**src/rtl/mac_ovf_pkg.sv**
```systemverilog
package mac_ovf_pkg;

  typedef enum logic {
    MODE_UNSIGNED = 1'b0,
    MODE_SIGNED   = 1'b1
  } mac_mode_e;

  // Native multiplier widths the block accepts.
  function automatic bit op_width_ok(input int w);
    return (w == 9) || (w == 18) || (w == 36);
  endfunction

endpackage

```
**src/rtl/mac_operand_widen.sv**
```systemverilog
module mac_operand_widen #(
  parameter int IN_W = 6,
  parameter int OP_W = 9
) (
  input  logic            sgn,
  input  logic [IN_W-1:0] din,
  output logic [OP_W-1:0] dout
);

  generate
    if (IN_W > OP_W) begin : g_too_wide
      $error("operand wider than native width");
    end else if (IN_W == OP_W) begin : g_native
      assign dout = din;
    end else begin : g_extend
      localparam int PAD_W = OP_W - IN_W;

      // Fill bit is the operand's top bit in signed mode, zero otherwise.
      function automatic logic [OP_W-1:0] widen(input logic [IN_W-1:0] d,
                                                input logic s);
        logic fill;
        fill = s & d[IN_W-1];
        return {{PAD_W{fill}}, d};
      endfunction

      assign dout = widen(din, sgn);
    end
  endgenerate

endmodule

```
**src/rtl/mac_product.sv**
```systemverilog
module mac_product #(
  parameter int OP_W  = 9,
  parameter int ACC_W = 20
) (
  input  logic             sgn,
  input  logic [OP_W-1:0]  a_op,
  input  logic [OP_W-1:0]  b_op,
  output logic [ACC_W-1:0] prod_ext
);

  localparam int EXT_W = ACC_W - OP_W;

  // Both operands are carried to the accumulator width before multiplying.
  // ACC_W >= 2*OP_W, so the truncated product is the exact product in
  // two's complement (signed) or binary (unsigned).
  function automatic logic [ACC_W-1:0] mul_ext(input logic [OP_W-1:0] x,
                                               input logic [OP_W-1:0] y,
                                               input logic s);
    logic [ACC_W-1:0] xe;
    logic [ACC_W-1:0] ye;
    xe = {{EXT_W{s & x[OP_W-1]}}, x};
    ye = {{EXT_W{s & y[OP_W-1]}}, y};
    return xe * ye;
  endfunction

  assign prod_ext = mul_ext(a_op, b_op, sgn);

endmodule

```
**src/rtl/mac_wrap_detect.sv**
```systemverilog
module mac_wrap_detect #(
  parameter int ACC_W = 20
) (
  input  logic             sgn,
  input  logic [ACC_W-1:0] acc_cur,
  input  logic [ACC_W-1:0] addend,
  output logic [ACC_W-1:0] sum_nxt,
  output logic             wrap_evt
);

  localparam int TOP = ACC_W - 1;

  function automatic logic [ACC_W:0] add_carry(input logic [ACC_W-1:0] x,
                                               input logic [ACC_W-1:0] y);
    return {1'b0, x} + {1'b0, y};
  endfunction

  // Signed wrap: equal input signs, differing result sign.
  function automatic logic signed_wrap(input logic xs, input logic ys,
                                       input logic rs);
    return (xs == ys) && (rs != xs);
  endfunction

  logic [ACC_W:0] full_sum;
  logic           carry_out;
  logic           sgn_wrap;

  assign full_sum  = add_carry(acc_cur, addend);
  assign sum_nxt   = full_sum[TOP:0];
  assign carry_out = full_sum[ACC_W];
  assign sgn_wrap  = signed_wrap(acc_cur[TOP], addend[TOP], full_sum[TOP]);
  assign wrap_evt  = sgn ? sgn_wrap : carry_out;

endmodule

```
**src/rtl/mac_ovf_acc.sv**
```systemverilog
module mac_ovf_acc
  import mac_ovf_pkg::*;
#(
  parameter int OP_W    = 9,
  parameter int A_W     = 6,
  parameter int B_W     = 9,
  parameter int GUARD_W = 2,
  localparam int ACC_W  = 2 * OP_W + GUARD_W
) (
  input  logic             clk,
  input  logic             rst,
  input  logic             en,
  input  logic             clr,
  input  logic             sgn_mode,
  input  logic [A_W-1:0]   a_in,
  input  logic [B_W-1:0]   b_in,
  output logic [ACC_W-1:0] acc_out,
  output logic             ovf_pulse
);

  generate
    if (!op_width_ok(OP_W)) begin : g_bad_op_w
      $error("OP_W must be 9, 18 or 36");
    end
  endgenerate

  mac_mode_e        mode;
  logic [OP_W-1:0]  a_op;
  logic [OP_W-1:0]  b_op;
  logic [ACC_W-1:0] prod_ext;
  logic [ACC_W-1:0] sum_nxt;
  logic             wrap_evt;
  logic [ACC_W-1:0] acc_q;
  logic             ovf_q;

  assign mode = mac_mode_e'(sgn_mode);

  mac_operand_widen #(.IN_W(A_W), .OP_W(OP_W)) u_widen_a (
    .sgn  (mode == MODE_SIGNED),
    .din  (a_in),
    .dout (a_op)
  );

  mac_operand_widen #(.IN_W(B_W), .OP_W(OP_W)) u_widen_b (
    .sgn  (mode == MODE_SIGNED),
    .din  (b_in),
    .dout (b_op)
  );

  mac_product #(.OP_W(OP_W), .ACC_W(ACC_W)) u_prod (
    .sgn      (mode == MODE_SIGNED),
    .a_op     (a_op),
    .b_op     (b_op),
    .prod_ext (prod_ext)
  );

  mac_wrap_detect #(.ACC_W(ACC_W)) u_wrap (
    .sgn      (mode == MODE_SIGNED),
    .acc_cur  (acc_q),
    .addend   (prod_ext),
    .sum_nxt  (sum_nxt),
    .wrap_evt (wrap_evt)
  );

  // Single register stage: accumulator and pulse update together.
  always_ff @(posedge clk) begin
    if (rst || clr) begin
      acc_q <= '0;
      ovf_q <= 1'b0;
    end else if (en) begin
      acc_q <= sum_nxt;
      ovf_q <= wrap_evt;
    end else begin
      ovf_q <= 1'b0;
    end
  end

  assign acc_out   = acc_q;
  assign ovf_pulse = ovf_q;

endmodule

```
**config.mk**
```make
export PLATFORM = sky130hd
export DESIGN_NAME = mac_ovf_acc
export DESIGN_NICKNAME = d
export VERILOG_FILES = /design/src/rtl/mac_ovf_pkg.sv /design/src/rtl/mac_operand_widen.sv /design/src/rtl/mac_product.sv /design/src/rtl/mac_wrap_detect.sv /design/src/rtl/mac_ovf_acc.sv
export SDC_FILE = /design/constraint.sdc
export NUM_CORES = 1
export LEC_CHECK = 0
export ABC_AREA = 1
export BUFFER_PORTS_ARGS = -buffer_cell sky130_fd_sc_hd__buf_2
export CAP_MARGIN = 0
export CORE_MARGIN = 4
export CORE_UTILIZATION = 60
export CTS_CLUSTER_DIAMETER = 60
export DETAILED_ROUTE_END_ITERATION = 10
export HOLD_SLACK_MARGIN = 0.12
export PLACE_DENSITY_LB_ADDON = 0.3
export SYNTH_ARGS = -nofsm -noshare
export SYNTH_HDL_FRONTEND = slang
export SYNTH_SLANG_ARGS = --single-unit
export TNS_END_PERCENT = 1
```
**constraint.sdc**
```tcl
create_clock -name clk -period 15.3 [get_ports clk]
set_clock_uncertainty 0.1 [all_clocks]
set_input_delay 1.53 -clock clk [delete_from_list [all_inputs] [get_ports clk]]
set_output_delay 1.53 -clock clk [all_outputs]
set_load 0.05 [all_outputs]
```
---- After elaboration in Yosys (flattened, before gate mapping) ----
Cells that the tools add are included.
word-level totals
  word-level logic and storage cells ...... 14
  bits in read-only memories .............. 0
  memory bits (writable) .................. 0
  bits in latches ......................... 0
  input bits .............................. 20
  memories ................................ 0
  output and inout port bits .............. 21
  register bits after elaboration ......... 21
cells by class
  bitwise gates (word level) .............. 4
  equal/unequal tests ..................... 2
  reductions and logical operators ........ 3
  magnitude comparators ................... 0
  shifts and indexed selects .............. 0
  divide/modulo/power cells ............... 0
  $add $sub $neg .......................... 1
  multipliers ............................. 1
  multiplexer cells ....................... 1
operators by type and width
  kind                                            count
  20-bit by 20-bit adder with 21-bit output       1
  10-bit by 10-bit multiplier with 20-bit output  1
  1-bit bitwise AND                               3
  2-bit OR reduction                              1
  1-bit equality test                             1
  1-bit logical AND                               1
  1-bit logical OR                                1
  1-bit two-way mux                               1
  1-bit inequality test                           1
  1-bit NOT                                       1

---- Logic depth before layout (Yosys ltp) ----
Gate-level depths: netlist of run 1.
  depth in word-level cells ............... 7
  mapped depth ............................ 35

---- By module ----
Synthesis of run 1 repeated with hierarchy kept, for this count alone.
second synthesis, totals
  cell total of the unflattened synthesis .. 971
  area total of the unflattened synthesis .. 6,536.3 um2
by module, submodules not included
  module                         instances  area each (um2)  cells an instance
  mac_product                    1          4,326.6          611
  mac_wrap_detect                1          1,167.4          210
  mac_ovf_acc                    1          907.1            131
  mac_operand_widen (u_widen_a)  1          67.6             10
  mac_operand_widen (u_widen_b)  1          67.6             9

---- Worst setup path before layout of run 1 ----
OpenSTA, ideal clock, no wires.
  path kind ............................... input-to-reg
  start ................................... in a_in[5]
  end ..................................... reg acc_q[19], in the netlist acc_out[19]
  cell stages on the path ................. 30
  setup slack ............................. 7.948 ns
  data arrival time ....................... 7.139 ns
  cell sequence ........................... clkbuf_1 nand2_1 nor2_1 inv_1 fa_1 inv_1 fa_1 fa_1 fa_1 inv_1 fa_1 inv_1 ha_1 a21oi_1 nor2_1 nor2_1 nand3_1 a21oi_1 xor2_1 ha_1 nand2_1 inv_1 nand2_1 inv_1 a21oi_1 nand3_1 nand2_1 inv_1 o21ai_1 inv_1
between the ends
  longest elaborated chain between the ends .. 4
ends and longest elaborated chain
  what                                                RTL line                 RTL
  from (decl)                                         mac_ovf_acc.sv:15        input logic [A_W-1:0] a_in,
  1-bit bitwise AND                                   mac_operand_widen.sv:22  fill = s & d[IN_W-1];
  1-bit bitwise AND                                   mac_product.sv:21        xe = {{EXT_W{s & x[OP_W-1]}}, x};
  10-bit by 10-bit multiplier with 20-bit output (*)  mac_product.sv:23        return xe * ye;
  20-bit by 20-bit adder with 21-bit output (*)       mac_wrap_detect.sv:15    return {1'b0, x} + {1'b0, y};
  to (signal assigned)                                mac_ovf_acc.sv:71        acc_q <= sum_nxt;
  to (decl)                                           mac_ovf_acc.sv:33        logic [ACC_W-1:0] acc_q;
Mark *: on every way between the ends. The rest lies on a longest branch, timed or not.
A chain may end at the register's enable or synchronous reset.

---- Final worst setup path of run 1 ----
  start ................................... in a_in[5]
  end ..................................... reg ovf_q, in the netlist ovf_pulse
between the ends
  longest elaborated chain between the ends .. 7
  elaborated cells between the ends (all ways) .. 8
  those cells by class .................... 1 x add/sub; 1 x mul; 2 x eq/ne; 1 x mux; 2 x bitwise; 1 x reduce/logical
ends and longest elaborated chain
  what                                                RTL line                 RTL
  1-bit bitwise AND                                   mac_operand_widen.sv:22
  1-bit bitwise AND                                   mac_product.sv:21
  10-bit by 10-bit multiplier with 20-bit output (*)  mac_product.sv:23
  20-bit by 20-bit adder with 21-bit output           mac_wrap_detect.sv:15
  1-bit inequality test                               mac_wrap_detect.sv:21    return (xs == ys) && (rs != xs);
  1-bit logical AND                                   mac_wrap_detect.sv:21
  1-bit two-way mux (*)                               mac_wrap_detect.sv:32    assign wrap_evt = sgn ? sgn_wrap : carry_out;
  to (signal assigned)                                mac_ovf_acc.sv:72        ovf_q <= wrap_evt;
  to (decl)                                           mac_ovf_acc.sv:34        logic ovf_q;
Marked as above.

==> reports/summary.txt, run 1 <==
Critical Path Source Type = primary input
pre-CTS WS = 7474 ps
H-tree Lvls = 1
asr flop ratio synth = 0
Worst Hold Class = flip-flop to flip-flop
Avg WL per Cell = 13.64 um
CP arrival = 7640 ps
Slew @ Worst Pin = 996.7 ps
Power Density = 213.7 nW/um^2
Syn Nets = 951
most instantiated cells after synthesis = inv_1, nand2_1, fa_1
LEAKAGE = 3.654 nW
critical path peak fanout = 11
DRT antenna net count = 0
via count = 4,845
die height = 104.9 um
FP Rows = 35
I/O Pins = 41
crit-path leading delay family = adder cells
largest net degree at the start of global routing = 27
core region area = 9196 sq um
worst path bufs/invs = 6
clk sinks = 21
CTS tree = done
total global-route track usage = 0.2427
vias in the first global route = 4,964
number of synthesis warnings = 0
Setup TNS Final = 0 ps
max_cap viols = 0
CP Class = primary input to flip-flop
Synth Instances = 777
Distinct cells, synth = 29
port buffer count = 40
RSZ-0062 raised after global routing = no
final hold viol count = 0
Root Driver = clkbuf_8
setup bufs post-CTS = 0
Final Slew Violations = 0
Worst-path clk slew = 90 ps
via/cell ratio = 5.272
drt first pass iters = 5
area grow syn2layout = 5.948%
Final nets = 983
first-pass GRT wire length = 22,130 um
Final Cell Area = 5973 sq um
Synth area leader = fa_1
die footprint = 11,010 sq um
worst path required time = 15,380 ps
crit-path most repeated cell = nand2_1
# DRC = 0
final core utilization = 0.6495
Initial Utilization = 0.6131
Final setup viols = 0
Peak Freq = 132.3 MHz
Die W = 104.9 um
Max VDD drop = 0.1301 mV
most numerous cell in the Yosys netlist = inv_1
Resize count post-CTS = 0
DP Wirelength = 11,130 um
clk buf depth = 2
CTS Buf Count = 3
fin crit period = 7560 ps
first-iteration detailed-routing DRC count = 260
final cycle utilization of the critical path = 0.4941
Worst Setup End Kind = flip-flop
Worst-Skew Late Latency = 270 ps
flops & latches, synth = 21
number of synthesized flops with an enable pin = 0
Post-DP Area = 5927 sq um
Worst path slowest cell = fa_1
initial antenna violation count = 0
Slew HR = 0.3331
global route overflow = 0
WL final = 12,540 um
RePlAce Congestion = 0.9407
worst setup margin = 7740 ps
crit-path max cell delay = 560 ps
sequential-to-total area share from yosys stat = 0.07457
number of diodes = 0
Post-synth top flop = dfxtp_1
Synth area leaders = fa_1, ha_1, inv_1, nand2_1, dfxtp_1
Avg Inst Size Synth = 7.256 sq um
area share of the largest cell type after synthesis = 0.3018
Post-Synthesis Cell Area = 5638 sq um
share of post-route cells with drive strength above 1 = 0.07054
cts-stage hold buffer count = 0
status = finished, final reports clean
## layout by cell type, fill, tap and decap left out, types with 3 or more instances in the layout
cell type  instances
nand2_2            5
and2_1             3
ha_1              69
xor2_1            15
o21ai_0           22
fa_1              85
nand3_1           31
nor3_1             3
or2_2              3
nand3b_1           3
clkbuf_8           3
a21o_1             3
o21ai_1            5
nand2_1          157
buf_2             40
inv_1            201
a21oi_2            3
dfxtp_1           21
a21oi_1           38
o21bai_1           7
nor2_1            64
xnor2_1           11
nand4_1            8
## worst reg2reg max path, cell delays in order (launching register included)
cell	delay, ps
dfxtp_1	330
ha_1	270
fa_1	470
nand3_1	120
nand2_1	100
nand2_1	80
nand2_1	130
and2_1	190
o21bai_1	120
nand3_1	80
nand2_1	70
inv_1	40
## cell type report
cell class / count / area, sq um
multi-input cells: 541 / 4409
fillers: 873 / 3223
inverters: 202 / 758.2
flip-flops and latches: 21 / 420.4
repair buffers: 40 / 200.2
well taps: 111 / 138.9
clock buffers: 3 / 41.29
clock inverters: 1 / 5.005
## cell families (layout without fill, tap and decap cells)
group / count (synthesis) / after routing / synth area share
flops: 21 / 21 / 0.07457
compound gates: 83 / 83 / 0.08234
xor+xnor: 26 / 26 / 0.04039
simple gates: 278 / 278 / 0.2044
fa+ha+maj: 154 / 154 / 0.4549
buf+inv: 215 / 246 / 0.1434
## where the power goes
| part | total [mW] | internal, mW | switching [mW] |
|---|---|---|---|
| clock | 0.0395 | 0.0183 | 0.0212 |
| combinational | 1.16 | 0.415 | 0.745 |
| sequential | 0.0774 | 0.0667 | 0.0107 |
| total | 1.28 | 0.500 | 0.777 |
## flip-flops by register name, summed over array words and instances, names as in the netlist
| register | flops |
|---|---|
| acc_out | 20 |
| ovf_pulse | 1 |
## stage by stage
step                      total power, mW  instances  hold slack [ps]
after detailed placement            1.228        915            376.4
after global routing                1.441        919            409.4
after CTS                           1.275        919            389.9
after global placement              1.208        915            365.1
final                               1.276        919            383.6
after floorplan                    0.9889        777            598.7
## per-layer routing
layer	vias up	track usage	part of all wire
met4	0	0.04873	0.014
li1	2401	-	-
met1	2330	0.3482	0.47
met3	18	0.02285	0.036
met2	96	0.4024	0.48
met5	-	0	0
## worst paths after layout
kind / from / to / slack [ps] / cells past startpoint
max: a_in[5] / ovf_pulse$_SDFF_PP0_ / 7740 / 31
min: acc_out[0]$_SDFFE_PP0P_ / acc_out[0]$_SDFFE_PP0P_ / 380 / 2
min reg2reg: acc_out[0]$_SDFFE_PP0P_ / acc_out[0]$_SDFFE_PP0P_ / 380 / 2
max reg2reg: acc_out[0]$_SDFFE_PP0P_ / acc_out[12]$_SDFFE_PP0P_ / 13120 / 11
Note: power is estimated with default switching activity, not from simulation.
==> run 2, diff against run 1 <==
clock period = 7.1 ns   (was 15.3 ns; I/O delays follow)
==> run 2 against run 1 <==
  * Wire length fell by 0.74%
  * Cell area rose by 0.84%
  * Die area did not move
  * Sequential cell count did not move
  * Critical path type unchanged
  * Critical endpoint unchanged
  * Highest routed layer unchanged
==> reports/summary.txt, run 2 (same netlist as run 1, synthesis figures left out) <==
LEAKAGE = 3.670 nW (was 3.654 nW)
Slew HR = 0.6402 (was 0.3331)
DRT antenna net count = 0 (unchanged)
clk buf depth = 2 (unchanged)
Critical Path Source Type = primary input (unchanged)
Pwr Total = 2.753 mW (was 1.276 mW)
number of diodes = 0 (unchanged)
Final Cell Area = 6023 sq um (was 5973 sq um)
I/O Pins = 41 (unchanged)
drt first pass iters = 5 (unchanged)
Worst-Skew Late Latency = 270 ps (about the same)
area occupied by multi-input gates = 4437 sq um (was 4409 sq um)
critical path peak fanout = 11 (unchanged)
fin crit period = 6634 ps
CP arrival = 6700 ps (was 7640 ps)
Final nets = 986 (was 983)
Die W = 104.9 um (unchanged)
DP Wirelength = 11,010 um (was 11,130 um)
Worst path slowest cell = fa_2 (was fa_1)
core region area = 9196 sq um (unchanged)
commonest non-fill, non-tap cell in the layout = inv_1 (unchanged)
first-pass GRT wire length = 22,140 um (was 22,130 um)
FP Rows = 35 (unchanged)
Reg area = 420.4 sq um (unchanged)
Initial Utilization = 0.6131 (unchanged)
crit-path most repeated cell = nand2_1 (unchanged)
status = finished, final reports clean (unchanged)
Worst Setup End Kind = flip-flop (unchanged)
Setup TNS Final = 0 ps (unchanged)
via/cell ratio = 5.332 (was 5.272)
largest net degree at the start of global routing = 27 (unchanged)
Max VDD drop = 0.2725 mV (was 0.1301 mV)
total global-route track usage = 0.2410 (was 0.2427)
Final Slew Violations = 0 (unchanged)
port buffer count = 40 (unchanged)
final cycle utilization of the critical path = 0.9344
Avg WL per Cell = 13.50 um (was 13.64 um)
worst path required time = 7170 ps (was 15,380 ps)
WL final = 12,440 um (was 12,540 um)
Post-DP Area = 5949 sq um (was 5927 sq um)
share of post-route cells with drive strength above 1 = 0.08631 (was 0.07054)
final hold viol count = 0 (unchanged)
worst setup margin = 466.0 ps (was 7740 ps)
global route overflow = 0 (unchanged)
Root Driver = clkbuf_8 (unchanged)
most frequent cells in the layout = inv_1, nand2_1, fa_1 (unchanged)
clk sinks = 21 (unchanged)
pre-CTS WS = 124.7 ps (was 7474 ps)
max_cap viols = 0 (unchanged)
die footprint = 11,010 sq um (unchanged)
placed cells = 918 (was 915)
Non-Filler Instances = 922 (was 919)
vias in the first global route = 4,963 (was 4,964)
CP Class = primary input to flip-flop (unchanged)
Power Density = 457.0 nW/um^2 (was 213.7 nW/um^2)
Worst-path clk slew = 80 ps (was 90 ps)
area grow syn2layout = 6.835% (was 5.948%)
via count = 4,916 (was 4,845)
# DRC = 0 (unchanged)
H-tree Lvls = 1 (unchanged)
initial antenna violation count = 0 (unchanged)
max reg flops = 20 (unchanged)
die height = 104.9 um (unchanged)
RePlAce Congestion = 0.9612 (was 0.9407)
first-iteration detailed-routing DRC count = 269 (was 260)
RSZ-0062 raised after global routing = no (unchanged)
CTS tree = done (unchanged)
CTS Buf Count = 3 (unchanged)
Worst Hold Class = flip-flop to flip-flop (unchanged)
fill count = 802 (was 873)
Slew @ Worst Pin = 536.4 ps (was 996.7 ps)
crit-path max cell delay = 650 ps (was 560 ps)
Peak Freq = 150.7 MHz
Final setup viols = 0 (unchanged)
[run 2: worst paths after layout]
check                        endpoint  slack (ps)  depth (start not counted)               startpoint
max              ovf_pulse$_SDFF_PP0_         470                         31                  a_in[5]
min           acc_out[0]$_SDFFE_PP0P_         390                          2  acc_out[0]$_SDFFE_PP0P_
max reg2reg  acc_out[12]$_SDFFE_PP0P_        4890                         11  acc_out[0]$_SDFFE_PP0P_
min reg2reg   acc_out[0]$_SDFFE_PP0P_         390                          2  acc_out[0]$_SDFFE_PP0P_
[run 2: layout make-up]
| class | count | share of cell area |
|---|---|---|
| well taps | 111 | 0.02306 |
| multi-input cells | 541 | 0.7366 |
| inverters | 202 | 0.1259 |
| clock buffers | 3 | 0.006855 |
| flip-flops and latches | 21 | 0.06980 |
| repair buffers | 43 | 0.03698 |
| clock inverters | 1 | 0.0008309 |
[run 2: through the flow]
stage | hold slack, ps | util
final | 394.4 | 0.6550
after CTS | 405.5 | 0.6520
after global placement | 363.9 | 0.6469
after floorplan | 598.7 | -
after global routing | 432.0 | 0.6550
after detailed placement | 394.2 | 0.6469
[run 2: worst max-delay path, delay by kind of cell]
kind | cells | cell delay [ps]
adders and majority gates | 7 | 3340
and+or+nand+nor | 16 | 1760
buffers and inverters | 6 | 650
xor gates and xnor gates | 1 | 150
AOI/OAI and AO/OA | 1 | 100
[run 2: timing repair]
action	CTS	global route
gates resized for setup	0	10
buffers inserted	0	0
hold buffers	0	0
endpoints found under the setup margin	0	2
[run 2: metal layers]
metal  wire length (um)  part of all wire  GRT usage
met5                  0                 0          0
met4                133             0.011    0.03280
met3                818             0.066    0.03027
met2               6286              0.51     0.4175
met1               5205              0.42     0.3319
[run 2: power breakdown]
part	internal (mW)	switching, mW	total (mW)
Clock	0.0392	0.0439	0.0831
Sequential	0.144	0.0224	0.166
Combinational	0.899	1.60	2.50
Total	1.08	1.67	2.75
==> run 3, diff against run 2 <==
ABC_AREA = not set   (was 1)
CORE_UTILIZATION = 57   (was 60)
MAX_ROUTING_LAYER = met4   (was not set)
clock period = 5.6 ns   (was 7.1 ns; I/O delays follow)
==> run 3 against run 2 <==
  * The run now ends with setup timing left
  * Final cell count down 0.98%
  * Worst hold slack better by 26 ps
  * Sequential cell count unchanged
  * Worst setup slack worse by 1200 ps
  * Sequential share of layout area down 1.1 points
  * Synthesized cell count down 18%
  * First-iteration DRC count down 15%
  * Utilization up 11 points
  * Synthesized area down 2.7%
==> reports/summary.txt, run 3 <==
Synth area leader = fa_1 (unchanged)
DRT antenna net count = 0 (unchanged)
Avg WL per Cell = 15.54 um (was 13.50 um)
initial antenna violation count = 0 (unchanged)
most frequent cells in the layout = buf_4, inv_1, fa_1 (was inv_1, nand2_1, fa_1)
Initial Utilization = 0.5883 (was 0.6131)
flops & latches, synth = 21 (unchanged)
reg-to-reg endpoint = acc_out[16]$_SDFFE_PP0P_ (was acc_out[12]$_SDFFE_PP0P_)
commonest non-fill, non-tap cell in the layout = buf_4 (was inv_1)
worst reg2reg path depth = 9 (was 11)
RePlAce Congestion = 0.9141 (was 0.9612)
CTS tree = done (unchanged)
I/O Pins = 41 (unchanged)
Hold Crit Start = acc_out[2]$_SDFFE_PP0P_ (was acc_out[0]$_SDFFE_PP0P_)
Critical Path Source Type = primary input (unchanged)
number of synthesis warnings = 0 (unchanged)
Slew HR = 0.4265 (was 0.6402)
clk sinks = 21 (unchanged)
via count = 5,000 (was 4,916)
Worst-path clk slew = 80 ps (about the same)
die height = 106.1 um (was 104.9 um)
Worst Setup End Kind = flip-flop (unchanged)
clk buf depth = 2 (unchanged)
asr flop ratio synth = 0 (unchanged)
# DRC = 0 (unchanged)
first-iteration detailed-routing DRC count = 228 (was 269)
Avg Inst Size Synth = 8.629 sq um (was 7.256 sq um)
vias in the first global route = 5,178 (was 4,963)
Final Slew Violations = 0 (unchanged)
Die W = 106.1 um (was 104.9 um)
die footprint = 11,260 sq um (was 11,010 sq um)
Slew @ Worst Pin = 857.0 ps (was 536.4 ps)
Worst-Skew Late Latency = 260 ps (was 270 ps)
Setup TNS Final = -5003 ps (was 0 ps)
Distinct cells, synth = 50 (was 29)
Min Hold Slack = 420.4 ps (was 394.4 ps)
CP arrival = 6430 ps (was 6700 ps)
most instantiated cells after synthesis = inv_1, fa_1, ha_1 (was inv_1, nand2_1, fa_1)
RSZ-0062 raised after global routing = yes (was no)
Worst Hold Class = flip-flop to flip-flop (unchanged)
max_cap viols = 0 (unchanged)
WL final = 14,190 um (was 12,440 um)
H-tree Lvls = 1 (unchanged)
Synth area leaders = fa_1, ha_1, inv_1, dfxtp_1, xnor2_1 (was fa_1, ha_1, inv_1, nand2_1, dfxtp_1)
final cycle utilization of the critical path = 1.134
total global-route track usage = 0.2496 (was 0.2410)
port buffer count = 40 (unchanged)
FP Rows = 35 (unchanged)
Final nets = 959 (was 986)
worst path required time = 5690 ps (was 7170 ps)
Syn Nets = 810 (was 951)
DP Wirelength = 10,820 um (was 11,010 um)
via/cell ratio = 5.476 (was 5.332)
number of diodes = 0 (unchanged)
worst setup margin = -748.7 ps (was 466.0 ps)
core region area = 9328 sq um (was 9196 sq um)
number of synthesized flops with an enable pin = 0 (unchanged)
Root Driver = clkbuf_8 (unchanged)
area grow syn2layout = 30.07% (was 6.835%)
CP Class = primary input to flip-flop (unchanged)
launching point of the worst reg2reg path = acc_out[0]$_SDFFE_PP0P_ (unchanged)
fin crit period = 6349 ps
CTS Buf Count = 3 (unchanged)
most numerous cell in the Yosys netlist = inv_1 (unchanged)
WHS Endpoint = acc_out[2]$_SDFFE_PP0P_ (was acc_out[0]$_SDFFE_PP0P_)
first-pass GRT wire length = 22,650 um (was 22,140 um)
Post-Synthesis Cell Area = 5488 sq um (was 5638 sq um)
largest net degree at the start of global routing = 33 (was 27)
hold-critical path depth = 2 (unchanged)
Synth Instances = 636 (was 777)
drt first pass iters = 4 (was 5)
max reg flops = 20 (unchanged)
Peak Freq = 157.5 MHz
Final setup viols = 10 (was 0)
share of post-route cells with drive strength above 1 = 0.2997 (was 0.08631)
reg2reg setup slack = 2880 ps (was 4890 ps)
cts-stage hold buffer count = 0 (unchanged)
area share of the largest cell type after synthesis = 0.3101 (was 0.3018)
final hold viol count = 0 (unchanged)
sequential-to-total area share from yosys stat = 0.07661 (was 0.07457)
failing checks = setup timing
Post-synth top flop = dfxtp_1 (unchanged)
critical path peak fanout = 6 (was 11)
global route overflow = 0 (unchanged)
status = finished, violations left (was finished, final reports clean)
## run 3: changes by cell type in the layout (fill, tap and decap cells not counted), sizes merged, moves of 19 or more
| cell | previous run | this run |
|---|---|---|
| inv | 201 | 123 |
| and2 | 3 | 30 |
| nor2 | 65 | 34 |
| buf | 43 | 159 |
| nand3 | 31 | 12 |
| nand2 | 162 | 51 |
## run 3: how the worst max path moves through the flow
stage	startpoint	end
5_1_grt	sgn_mode	acc_out[19]$_SDFFE_PP0P_
3_3_place_gp	sgn_mode	ovf_pulse$_SDFF_PP0_
2_1_floorplan	sgn_mode	acc_out[19]$_SDFFE_PP0P_
4_1_cts	sgn_mode	acc_out[19]$_SDFFE_PP0P_
6_report	sgn_mode	ovf_pulse$_SDFF_PP0_
3_5_place_dp	sgn_mode	ovf_pulse$_SDFF_PP0_
## run 3: layout make-up
class / instances / area, sq um
fill: 600 / 2190
multi-input combinational: 477 / 4890
clock buffer: 4 / 45.04
inverter: 123 / 466.7
sequential: 21 / 420.4
timing repair buffer: 159 / 1155
tap: 129 / 161.4
## run 3: what timing repair did
action / 4_1_cts / 5_1_grt
pin swaps: 49 / 28
buffers inserted: 5 / 4
gates cloned: 0 / 0
gates resized for setup: 48 / 21
endpoints found under the setup margin: 10 / 11
## run 3: routing by layer
layer	track usage	vias to the layer above	routed length (um)
met5	-	-	0
met4	0.06938	0	556
met3	0.03400	49	633
met2	0.4629	133	7579
met1	0.2801	2454	5419
li1	-	2364	-
## run 3: cell families (layout without fill, tap and decap cells)
group                    after synthesis  count (layout)  synth area share
XOR/XNOR                              30              30           0.04788
multiplexers                          12              12           0.02212
buffers and inverters                138             286           0.09439
AO/OA/AOI/OAI                         95              95            0.1195
adder cells (fa/ha/maj)              154             154            0.4674
AND/OR/NAND/NOR                      186             186            0.1721
flip-flops                            21              21           0.07661
## run 3: metrics by stage
step | worst slack, ps | utilization | instance area [sq um] | instances
final | -748.7 | 0.7653 | 7138 | 913
after global routing | -866.3 | 0.7653 | 7138 | 913
after CTS | -663.4 | 0.7497 | 6993 | 909
after detailed placement | -1106 | 0.7217 | 6731 | 900
after global placement | -974.4 | 0.7217 | 6731 | 900
after floorplan | -797.8 | - | 5609 | 636
## run 3: worst max-delay path, cell delays in order
cell	delay, ps
buf_8	110
and2_4	200
nand2_4	100
inv_4	50
fa_2	650
fa_1	510
fa_1	510
fa_1	510
inv_1	60
fa_1	530
inv_1	50
ha_2	190
or3_1	370
o21ai_2	100
a211o_1	160
nand3_2	120
and3_1	180
or3_4	390
ha_4	280
a211o_1	220
o22ai_4	110
a2111o_1	390
o211ai_1	90
Power of run 3 is not shown: default switching activity piles up to over one toggle a cycle in this logic, so the estimate is an artifact.
